[config.mk]
export PLATFORM = sky130hd
export DESIGN_NAME = vec_mask_wr_seq
export DESIGN_NICKNAME = d
export VERILOG_FILES = /design/src/rtl/vseq_pkg.sv /design/src/rtl/vseq_geom.sv /design/src/rtl/vseq_mask_pick.sv /design/src/rtl/vseq_alu.sv /design/src/rtl/vec_mask_wr_seq.sv
export SDC_FILE = /design/constraint.sdc
export NUM_CORES = 1
export LEC_CHECK = 0
export BUFFER_PORTS_ARGS = -buffer_cell sky130_fd_sc_hd__buf_2
export CAP_MARGIN = 20
export CORE_MARGIN = 2
export CORE_UTILIZATION = 25
export DETAILED_ROUTE_END_ITERATION = 8
export PLACE_DENSITY = 0.51
export SLEW_MARGIN = 5
export SYNTH_ARGS = -nofsm -noshare
export SYNTH_HDL_FRONTEND = slang
export SYNTH_SLANG_ARGS = --single-unit
[constraint.sdc]
create_clock -name clk -period 7.8 [get_ports clk]
set_clock_uncertainty 0.05 [all_clocks]
set_input_delay 0.39 -clock clk [delete_from_list [all_inputs] [get_ports clk]]
set_output_delay 0.39 -clock clk [all_outputs]
set_load 0.01 [all_outputs]
[src/rtl/vseq_pkg.sv]
package vseq_pkg;
    typedef enum logic [1:0] {
        ST_IDLE = 2'd0,
        ST_BODY = 2'd1,
        ST_TAIL = 2'd2,
        ST_FIN  = 2'd3
    } seq_state_e;

    typedef enum logic [1:0] {
        OP_NOT = 2'b00,
        OP_ADD = 2'b01,
        OP_XOR = 2'b10,
        OP_SUB = 2'b11
    } elem_op_e;

    localparam int MASK_WORD_BITS = 64;
    localparam logic [2:0] GRP_RESERVED = 3'b100;
endpackage

[src/rtl/vseq_geom.sv]
module vseq_geom #(
    parameter int VLENB_W = 6,
    parameter int IDX_W   = 12,
    parameter int ESZ_W   = 2
) (
    input  logic [2:0]         grp_code,
    input  logic [ESZ_W-1:0]   elem_lg,
    input  logic [2:0]         sew_lg,
    input  logic [VLENB_W-1:0] reg_bytes,
    output logic [IDX_W-1:0]   total,
    output logic               illegal
);
    import vseq_pkg::*;

    logic signed [4:0] emul_s;
    logic [3:0]        emul_u;
    logic [IDX_W-1:0]  span_bytes;

    always_comb begin
        emul_s     = $signed(5'(elem_lg)) - $signed(5'(sew_lg))
                   + $signed({{2{grp_code[2]}}, grp_code});
        emul_u     = emul_s[4] ? 4'd0 : emul_s[3:0];
        span_bytes = IDX_W'(reg_bytes) << emul_u;
        total      = span_bytes >> elem_lg;
        illegal    = (grp_code == GRP_RESERVED);
    end
endmodule

[src/rtl/vseq_mask_pick.sv]
module vseq_mask_pick #(
    parameter int IDX_W = 12,
    localparam int MW_W = IDX_W - 6
) (
    input  logic [IDX_W-1:0] idx,
    input  logic [63:0]      mask_word,
    output logic [MW_W-1:0]  word_idx,
    output logic             bit_val
);
    always_comb begin
        word_idx = idx[IDX_W-1:6];
        bit_val  = mask_word[idx[5:0]];
    end
endmodule

[src/rtl/vseq_alu.sv]
module vseq_alu #(
    parameter int DATA_W = 64
) (
    input  logic [1:0]        op,
    input  logic [DATA_W-1:0] a,
    input  logic [DATA_W-1:0] b,
    output logic [DATA_W-1:0] y
);
    import vseq_pkg::*;

    always_comb begin
        unique case (elem_op_e'(op))
            OP_NOT:  y = ~a;
            OP_ADD:  y = a + b;
            OP_XOR:  y = a ^ b;
            default: y = a - b;
        endcase
    end
endmodule

[src/rtl/vec_mask_wr_seq.sv]
module vec_mask_wr_seq #(
    parameter int MAX_VLENB  = 32,
    parameter int ELEM_BYTES = 8,
    localparam int VLENB_W   = $clog2(MAX_VLENB) + 1,
    localparam int IDX_W     = VLENB_W + 6,
    localparam int MW_W      = IDX_W - 6,
    localparam int ESZ_W     = $clog2($clog2(ELEM_BYTES) + 1),
    localparam int DATA_W    = ELEM_BYTES * 8,
    localparam int ADDR_W    = IDX_W + $clog2(ELEM_BYTES)
) (
    input  logic                  clk,
    input  logic                  rst_n,
    input  logic                  start,
    input  logic [IDX_W-1:0]      vstart_in,
    input  logic [IDX_W-1:0]      vl_in,
    input  logic                  no_mask,
    input  logic                  mask_fill,
    input  logic                  tail_fill,
    input  logic [2:0]            grp_code,
    input  logic [ESZ_W-1:0]      elem_lg,
    input  logic [2:0]            sew_lg,
    input  logic [VLENB_W-1:0]    reg_bytes,
    input  logic [1:0]            op_sel,
    output logic [MW_W-1:0]       mask_word_idx,
    input  logic [63:0]           mask_word,
    output logic [IDX_W-1:0]      src_idx,
    input  logic [DATA_W-1:0]     src_a,
    input  logic [DATA_W-1:0]     src_b,
    output logic                  wr_en,
    output logic [ADDR_W-1:0]     wr_addr,
    output logic [ELEM_BYTES-1:0] wr_be,
    output logic [DATA_W-1:0]     wr_data,
    output logic                  busy,
    output logic                  done,
    output logic                  illegal,
    output logic [IDX_W-1:0]      vstart_out
);
    import vseq_pkg::*;

    typedef struct packed {
        seq_state_e       st;
        logic [IDX_W-1:0] idx;
        logic [IDX_W-1:0] vl;
        logic [IDX_W-1:0] total;
        logic             no_mask;
        logic             mfill;
        logic             tfill;
        logic             illegal;
        logic [ESZ_W-1:0] elg;
        logic [1:0]       op;
    } seq_t;

    localparam logic [ELEM_BYTES-1:0] BE_ONES = '1;

    seq_t q, d;

    logic [IDX_W-1:0]  geo_total;
    logic              geo_illegal;
    logic              mask_bit;
    logic [DATA_W-1:0] alu_y;
    logic [IDX_W-1:0]  idx_nxt;
    logic              elem_on;
    logic              tail_phase;

    vseq_geom #(.VLENB_W(VLENB_W), .IDX_W(IDX_W), .ESZ_W(ESZ_W)) geom_i (
        .grp_code (grp_code),
        .elem_lg  (elem_lg),
        .sew_lg   (sew_lg),
        .reg_bytes(reg_bytes),
        .total    (geo_total),
        .illegal  (geo_illegal)
    );

    vseq_mask_pick #(.IDX_W(IDX_W)) mpick_i (
        .idx      (q.idx),
        .mask_word(mask_word),
        .word_idx (mask_word_idx),
        .bit_val  (mask_bit)
    );

    vseq_alu #(.DATA_W(DATA_W)) alu_i (
        .op(q.op),
        .a (src_a),
        .b (src_b),
        .y (alu_y)
    );

    always_comb begin
        d          = q;
        idx_nxt    = q.idx + 1'b1;
        elem_on    = q.no_mask | mask_bit;
        src_idx    = q.idx;
        wr_en      = 1'b0;
        wr_data    = '0;
        wr_be      = ~(BE_ONES << (32'd1 << q.elg));
        wr_addr    = ADDR_W'(q.idx) << q.elg;
        busy       = (q.st != ST_IDLE);
        done       = (q.st == ST_FIN);
        illegal    = q.illegal;
        vstart_out = (q.st == ST_BODY) ? q.idx : '0;
        tail_phase = (q.st == ST_TAIL);

        unique case (q.st)
            ST_IDLE: begin
                if (start) begin
                    d.idx     = vstart_in;
                    d.vl      = vl_in;
                    d.total   = geo_total;
                    d.no_mask = no_mask;
                    d.mfill   = mask_fill;
                    d.tfill   = tail_fill;
                    d.illegal = geo_illegal;
                    d.elg     = elem_lg;
                    d.op      = op_sel;
                    d.st      = (geo_illegal || (vstart_in >= vl_in)) ? ST_FIN : ST_BODY;
                end
            end
            ST_BODY: begin
                wr_en   = elem_on | q.mfill;
                wr_data = elem_on ? alu_y : '1;
                d.idx   = idx_nxt;
                if (idx_nxt == q.vl) begin
                    d.st = (q.tfill && (q.vl < q.total)) ? ST_TAIL : ST_FIN;
                end
            end
            ST_TAIL: begin
                wr_en   = 1'b1;
                wr_data = '1;
                d.idx   = idx_nxt;
                if (idx_nxt == q.total) begin
                    d.st = ST_FIN;
                end
            end
            default: begin
                d.st  = ST_IDLE;
                d.idx = '0;
            end
        endcase
    end

    always_ff @(posedge clk or negedge rst_n) begin
        if (!rst_n) begin
            q <= '0;
        end else begin
            q <= d;
        end
    end
endmodule

==> results of run 1 <==
cell usage in the layout, fill, tap and decap left out, drive strengths merged, types with 21 or more instances in the layout:
cell type,synthesis,routed
mux2i,21,21
nand2b,65,65
xor2,74,74
nand2,160,160
nand3,42,42
nor2b,34,34
nor2,156,156
ha,110,110
buf,38,374
inv,65,65
o21ai,125,125
mux4,23,23
a21o,37,37
xnor2,132,132
and2,27,27
nor3,39,39
dfrtp,46,46
a21oi,195,195
worst max-delay path, stage by stage:
cell	delay (ns)
buf_2	0.13
or4_4	0.55
or3_4	0.37
nand4b_1	0.19
nor2_1	0.32
nand4_1	0.28
or4_4	0.59
nor4_4	0.28
a21oi_1	0.14
xor2_1	0.16
ha_1	0.35
and3_1	0.21
and2_1	0.20
a221oi_1	0.33
o221ai_1	0.20
a2111oi_0	0.43
a21oi_1	0.11
or4b_1	0.51
mux2i_1	0.18
a211oi_2	0.05
buf_2	0.14
synth_stat cells, types with 21 or more instances:
library cell,count,area (µm²)
nand3_1,41,205.2
nor3_1,38,190.2
mux4_2,23,518.0
mux2i_1,21,210.2
ha_1,110,1376
nand2b_1,65,406.6
a21oi_1,195,975.9
nor2_1,156,585.6
xor2_1,74,648.1
nand2_1,160,600.6
nor2b_1,34,212.7
dfrtp_1,46,1151
xnor2_1,131,1147
and2_1,27,168.9
clkbuf_1,86,322.8
inv_1,65,244.0
a21o_1,37,277.8
o21ai_0,124,620.6
buf_4,25,187.7
per-layer routing:
| layer | wire [µm] | track usage, % | share of wire [%] |
|---|---|---|---|
| met3 | 2963 | 2.550 | 5.8 |
| met2 | 23870 | 32.32 | 46 |
| met5 | 13 | 0 | 0.025 |
| met4 | 709 | 2.982 | 1.4 |
| met1 | 23820 | 26.09 | 46 |
kinds of logic after synthesis:
kind of cell | count (synthesis) | synth area share (%)
xor gates and xnor gates | 206 | 14.46
other | 1 | 0.02993
buffers and inverters | 190 | 6.621
DFF | 46 | 9.187
and+or+nand+nor | 630 | 25.30
adders and majority gates | 113 | 11.46
muxes | 53 | 6.621
AOI/OAI and AO/OA | 528 | 26.31
power by group through the flow:
stage	clock network, µW	registers [µW]	logic [µW]
2_1_floorplan	0	426	3670
3_3_place_gp	0	598	5030
3_5_place_dp	0	603	5030
4_1_cts	255	597	5060
5_1_grt	263	627	5610
6_report	249	602	5090
area by class of cell:
class                           count  area (µm²)  share of cell area (%)
Inverter                           66       247.7                   1.661
Multi-Input combinational cell   1531       10570                   70.86
Antenna cell                        2       5.005                 0.03355
Timing Repair Buffer              374        1934                   12.97
Sequential cell                    46        1156                   7.751
Tap cell                          672       840.8                   5.637
Clock buffer                        7       132.6                  0.8892
Clock inverter                      1       30.03                  0.2013
sequential cells by signal (all words and copies together), names as in the netlist:
register / count
q: 33
src_idx: 12
illegal: 1
metrics by stage:
step                      instances  area (µm²)  util, %  setup slack, ns  hold WS (ns)
after global placement         2688       14720    29.52            1.191        0.4192
after detailed placement       2688       14720    29.52            1.202        0.4222
after global routing           2697       14910    29.90           0.8167        0.1955
final                          2699       14920    29.91            1.232        0.1347
after CTS                      2696       14880    29.85            1.173        0.1659
after floorplan                1767       12530        -            2.296       0.04441
path summary, 6_finish.rpt:
path                       depth (start not counted)           to  slack [ns]        from
setup / recovery                                  21  wr_data[63]        1.23   src_b[12]
hold / removal                                     2      illegal        0.13       rst_n
setup reg to reg                                  10        q[45]        4.13  src_idx[1]
hold reg to reg                                    2         q[6]        0.43        q[6]
max in group asynchronous                          2         q[0]        7.09       rst_n
min in group clk                                   3         q[1]        0.24   op_sel[1]
==> results_dict.tcl, run 1 <==
set metrics [dict create \
    grt_use_total_pct 19.05 \
    fmax_mhz 152.3 \
    rows 82 \
    grt_pass1_vias 13670 \
    crit_path_end_kind "output pin" \
    cts_buffer_depth 2 \
    clkPwrFrac_pct 4.2 \
    grt_pass1_wl_um 80010 \
    hpwlAfterDp_um 42620 \
    gr-total-overflow 0 \
    syn_inst 1767 \
    antenna_found_initial 4 \
    routedWlPerCell_um 19.04 \
    drtAntennaViolNets 0 \
    status "completed" \
    via_per_inst 5.178 \
    port_buffers 357 \
    yosys_register_bits 46 \
    dr.pass1.iters 5 \
    routed_wl_um 51380 \
    relSlewSlack_pct 25.65 \
    initial_utilization_pct 25.13 \
    vias 13980 \
    coreArea_um2 49860 \
    grt_max_degree 76 \
    power.switching_uw 3481 \
    max-vdd-ir-drop_mv 0.2018 \
    power.density_nw_per_um2 398.0 \
    finalCritPeriodShare_pct 84.20 \
    crit_type "in2out" \
    cts_sinks 46 \
    finalCriticalPeriod_ns 6.568 \
    rsz0062_at_grt "no" \
    seq_area_frac_synth_pct 9.187 \
    cts_tree "built" \
    tightestPinTransition_ns 1.106 \
    fp.dieW_um 227.9 \
    fin_nets 2375 \
    root_buffer "clkbuf_16" \
    die_area_um2 51920 \
    async_reset_ff_share_pct 100.0 \
    drive_gt1_share_pct 22.12 \
    setup_tns_ns 0 \
    cts_hold_buf 0 \
    yosys_warnings 0 \
    critPathArrivalTime_ns 6.13 \
    finalHoldViolCount 0 \
    dr.first_iter.drc_count 1028 \
    setup_viol 0 \
    synth-main-ff-cell "dfrtp_1" \
    clock_latency_ns 0.29 \
    crit_fanout 6 \
    p_total_uw 5937 \
    area_delta_synth_final_pct 19.04 \
    p_int_uw 2455 \
    p_leak_uw 0.006605 \
    synth.distinct_cells 79 \
    hold_class "in2async" \
    finalMaxSlewViolations 0 \
    post_cts_buffers 0 \
    synthesis.nets 2118 \
    crit_path_start_kind "input pin" \
    maxCapViolations 0 \
    syn_area_per_cell_um2 7.091 \
    die_y_um 227.9 \
    cp.required_ns 7.36 \
    switching_share_pct 58.64 \
    htreeDepth 2 \
    combPwrFrac_pct 85.7 \
    netlist_area_um2 12530 \
    gp_congestion 0.9135 \
    fill_cells 5591 \
    path_clk_slew_ns 0.07 \
    synth_edf_count 0 \
    drc_errors 0 \
    numCtsBuffers 5 \
    seq_power_share_pct 10.1 \
    io-pin-count 359 \
    post_cts_resize_count 0 \
]
Note: power is estimated with default switching activity, not from simulation.
==> run 2, diff against run 1 <==
--- a/config.mk
+++ b/config.mk
@@ -10,7 +10,7 @@
 export CORE_MARGIN = 2
 export CORE_UTILIZATION = 25
 export DETAILED_ROUTE_END_ITERATION = 8
-export PLACE_DENSITY = 0.51
+export PLACE_DENSITY = 0.53
 export SLEW_MARGIN = 5
 export SYNTH_ARGS = -nofsm -noshare
 export SYNTH_HDL_FRONTEND = slang
==> constraint.sdc (replaced) <==
create_clock -name clk -period 5.8 [get_ports clk]
set_clock_uncertainty 0.05 [all_clocks]
set_input_delay 0.29 -clock clk [delete_from_list [all_inputs] [get_ports clk]]
set_output_delay 0.29 -clock clk [all_outputs]
set_load 0.01 [all_outputs]
==> run 2 against run 1 <==
  * Register-to-register slack got worse by 2.0 ns
  * Global-route usage increased by 0.21 points
  * Combinational power increased by 40%
  * Utilization increased by 1.0 points
  * Count of clock-buffer cells in the layout decreased by 1
  * Via count increased by 3.0%
  * Clock power increased by 23%
  * Critical endpoint unchanged
  * Largest power group unchanged
  * Highest routed layer is now met4
==> results_dict.tcl, run 2 (synthesis gave the netlist of run 1 again) <==
set metrics [dict create \
    dp_slack_ns -0.08523 \
    hold_class "in2async" \
    largest_register "q" \
    relSlewSlack_pct 20.37 \
    fin_util_pct 30.94 \
    cp.required_ns 5.46 \
    hpwlAfterDp_um 43500 \
    power.switching_uw 4802 \
    critPathArrivalTime_ns 5.36 \
    drtAntennaViolNets 0 \
    seq_power_share_pct 9.8 \
    grt_pass1_vias 13900 \
    r2r_slack_ns 2.15 \
    grt_max_degree 73 \
    power.density_nw_per_um2 533.3 \
    dr.pass1.iters 6 \
    crit_fanout 3 \
    reg2reg_from "src_idx[1]" \
    path_clk_slew_ns 0.07 \
    cts_sinks 46 \
    holdWs_ns 0.02709 \
    dr.first_iter.drc_count 996 \
    combPwrFrac_pct 86.5 \
    root_buffer "clkbuf_16" \
    maxCapViolations 0 \
    largest_reg_flops 33 \
    finalHoldViolCount 0 \
    cts_tree "built" \
    placed_area_um2 15170 \
    finalCritPeriodShare_pct 98.21 \
    rsz0062_at_grt "yes" \
    grt_use_total_pct 19.26 \
    port_buffers 357 \
    max-vdd-ir-drop_mv 0.3472 \
    vias 14390 \
    seqCellArea_um2 1156 \
    finalCriticalPeriod_ns 5.696 \
    grt_pass1_wl_um 80100 \
    fin_nets 2436 \
    crit_path_start_kind "input pin" \
    initial_utilization_pct 25.13 \
    setup_viol 0 \
    crit_path_end_kind "output pin" \
    drc_errors 0 \
    routed_wl_um 52390 \
    stdcell_area_um2 15430 \
    io-pin-count 359 \
    via_per_inst 5.214 \
    tightestPinTransition_ns 1.195 \
    htreeDepth 2 \
    p_int_uw 3426 \
    antenna_found_initial 4 \
    finalMaxSlewViolations 0 \
    drive_gt1_share_pct 25.07 \
    fill_cells 5578 \
    numCtsBuffers 5 \
    gp_congestion 0.9436 \
    coreArea_um2 49860 \
    setup_ws_ns 0.1041 \
    multi_input_area_um2 10650 \
    crit_type "in2out" \
    rows 82 \
    fmax_mhz 175.6 \
    r2r_end "q[44]" \
    dp_cells 2748 \
    die_area_um2 51920 \
    status "completed" \
    clock_latency_ns 0.30 \
    cts_hold_buf 0 \
    layout_commonest_cell "buf_2" \
    clkPwrFrac_pct 3.7 \
    die_y_um 227.9 \
    final_cell_mix "356 x buf_2, 194 x a21oi_1, 160 x nand2_1" \
    cts_buffer_depth 2 \
    routedWlPerCell_um 18.98 \
    area_delta_synth_final_pct 23.14 \
    fp.dieW_um 227.9 \
    reg2reg_depth 10 \
    final_cells 2760 \
    switching_share_pct 58.37 \
    p_leak_uw 0.006913 \
    gr-total-overflow 0 \
]
run 2: cell count changes in the layout (fill, tap and decap cells not counted), moves of 2 or more:
cell	previous run	this run
clkbuf_1	2	0
o41ai_1	10	7
buf_4	16	78
a2111oi_2	0	2
o41ai_2	0	3
a2111oi_0	3	1
run 2: final cells by class:
type / count / area share [%]
antenna: 2 / 0.03244
clock buffer: 6 / 0.9002
clock inverter: 2 / 0.08110
inverter: 66 / 1.606
multi-input combinational: 1531 / 69.02
sequential: 46 / 7.493
tap: 672 / 5.450
timing repair buffer: 435 / 15.42
run 2: power by group through the flow:
stage | combinational [µW] | clock [µW] | sequential [µW]
final | 7120 | 307 | 804
after global routing | 7790 | 325 | 843
after CTS | 7040 | 315 | 805
after detailed placement | 6990 | 0 | 812
after global placement | 6970 | 0 | 805
after floorplan | 4930 | 0 | 573
run 2: worst max path at each step:
stage               cells past startpoint          end  slack (ns)      start
floorplan                              19  wr_data[63]        0.50  src_b[12]
finish                                 22  wr_data[63]        0.10  src_b[12]
global placement                       22  wr_data[63]       -0.06  src_b[12]
CTS                                    23  wr_data[62]       0.006  src_b[12]
detailed placement                     23  wr_data[62]       -0.09  src_b[12]
global route                           22  wr_data[63]       -0.10  src_b[12]
run 2: what timing repair did:
| action | in CTS | in global routing |
|---|---|---|
| gates cloned | 0 | 0 |
| endpoints found under the setup margin | 2 | 6 |
| pin swaps | 0 | 10 |
| buffers inserted | 0 | 2 |
| gates resized for setup | 3 | 13 |
run 2: worst max-delay path: stages:
cell,delay (ns)
buf_6,0.09
or4_4,0.53
or3_4,0.35
nand4b_1,0.18
nor2_1,0.12
buf_4,0.15
nand4_1,0.14
or4_4,0.50
nor4_4,0.30
a21oi_2,0.10
xor2_1,0.15
ha_1,0.30
and3_4,0.17
and2_4,0.16
a221oi_4,0.28
o221ai_2,0.16
a2111oi_2,0.32
a21oi_1,0.10
or4b_1,0.52
mux2i_1,0.19
a211oi_2,0.05
buf_2,0.20
run 2: per-layer routing:
metal / GRT usage, % / vias to the layer above / part of all wire (%)
met3: 2.888 / 66 / 5.7
met1: 25.96 / 6876 / 46
li1: - / 6970 / -
met2: 31.94 / 480 / 46
met4: 5.208 / 0 / 2.7
met5: 0 / - / 0
run 2: per-stage QoR:
| step | total power, µW | TNS [ns] |
|---|---|---|
| 6_report | 8228 | 0 |
| 5_1_grt | 8958 | -0.1035 |
| 4_1_cts | 8163 | 0 |
| 3_5_place_dp | 7804 | -0.1570 |
| 3_3_place_gp | 7779 | -0.06108 |
| 2_1_floorplan | 5503 | 0 |
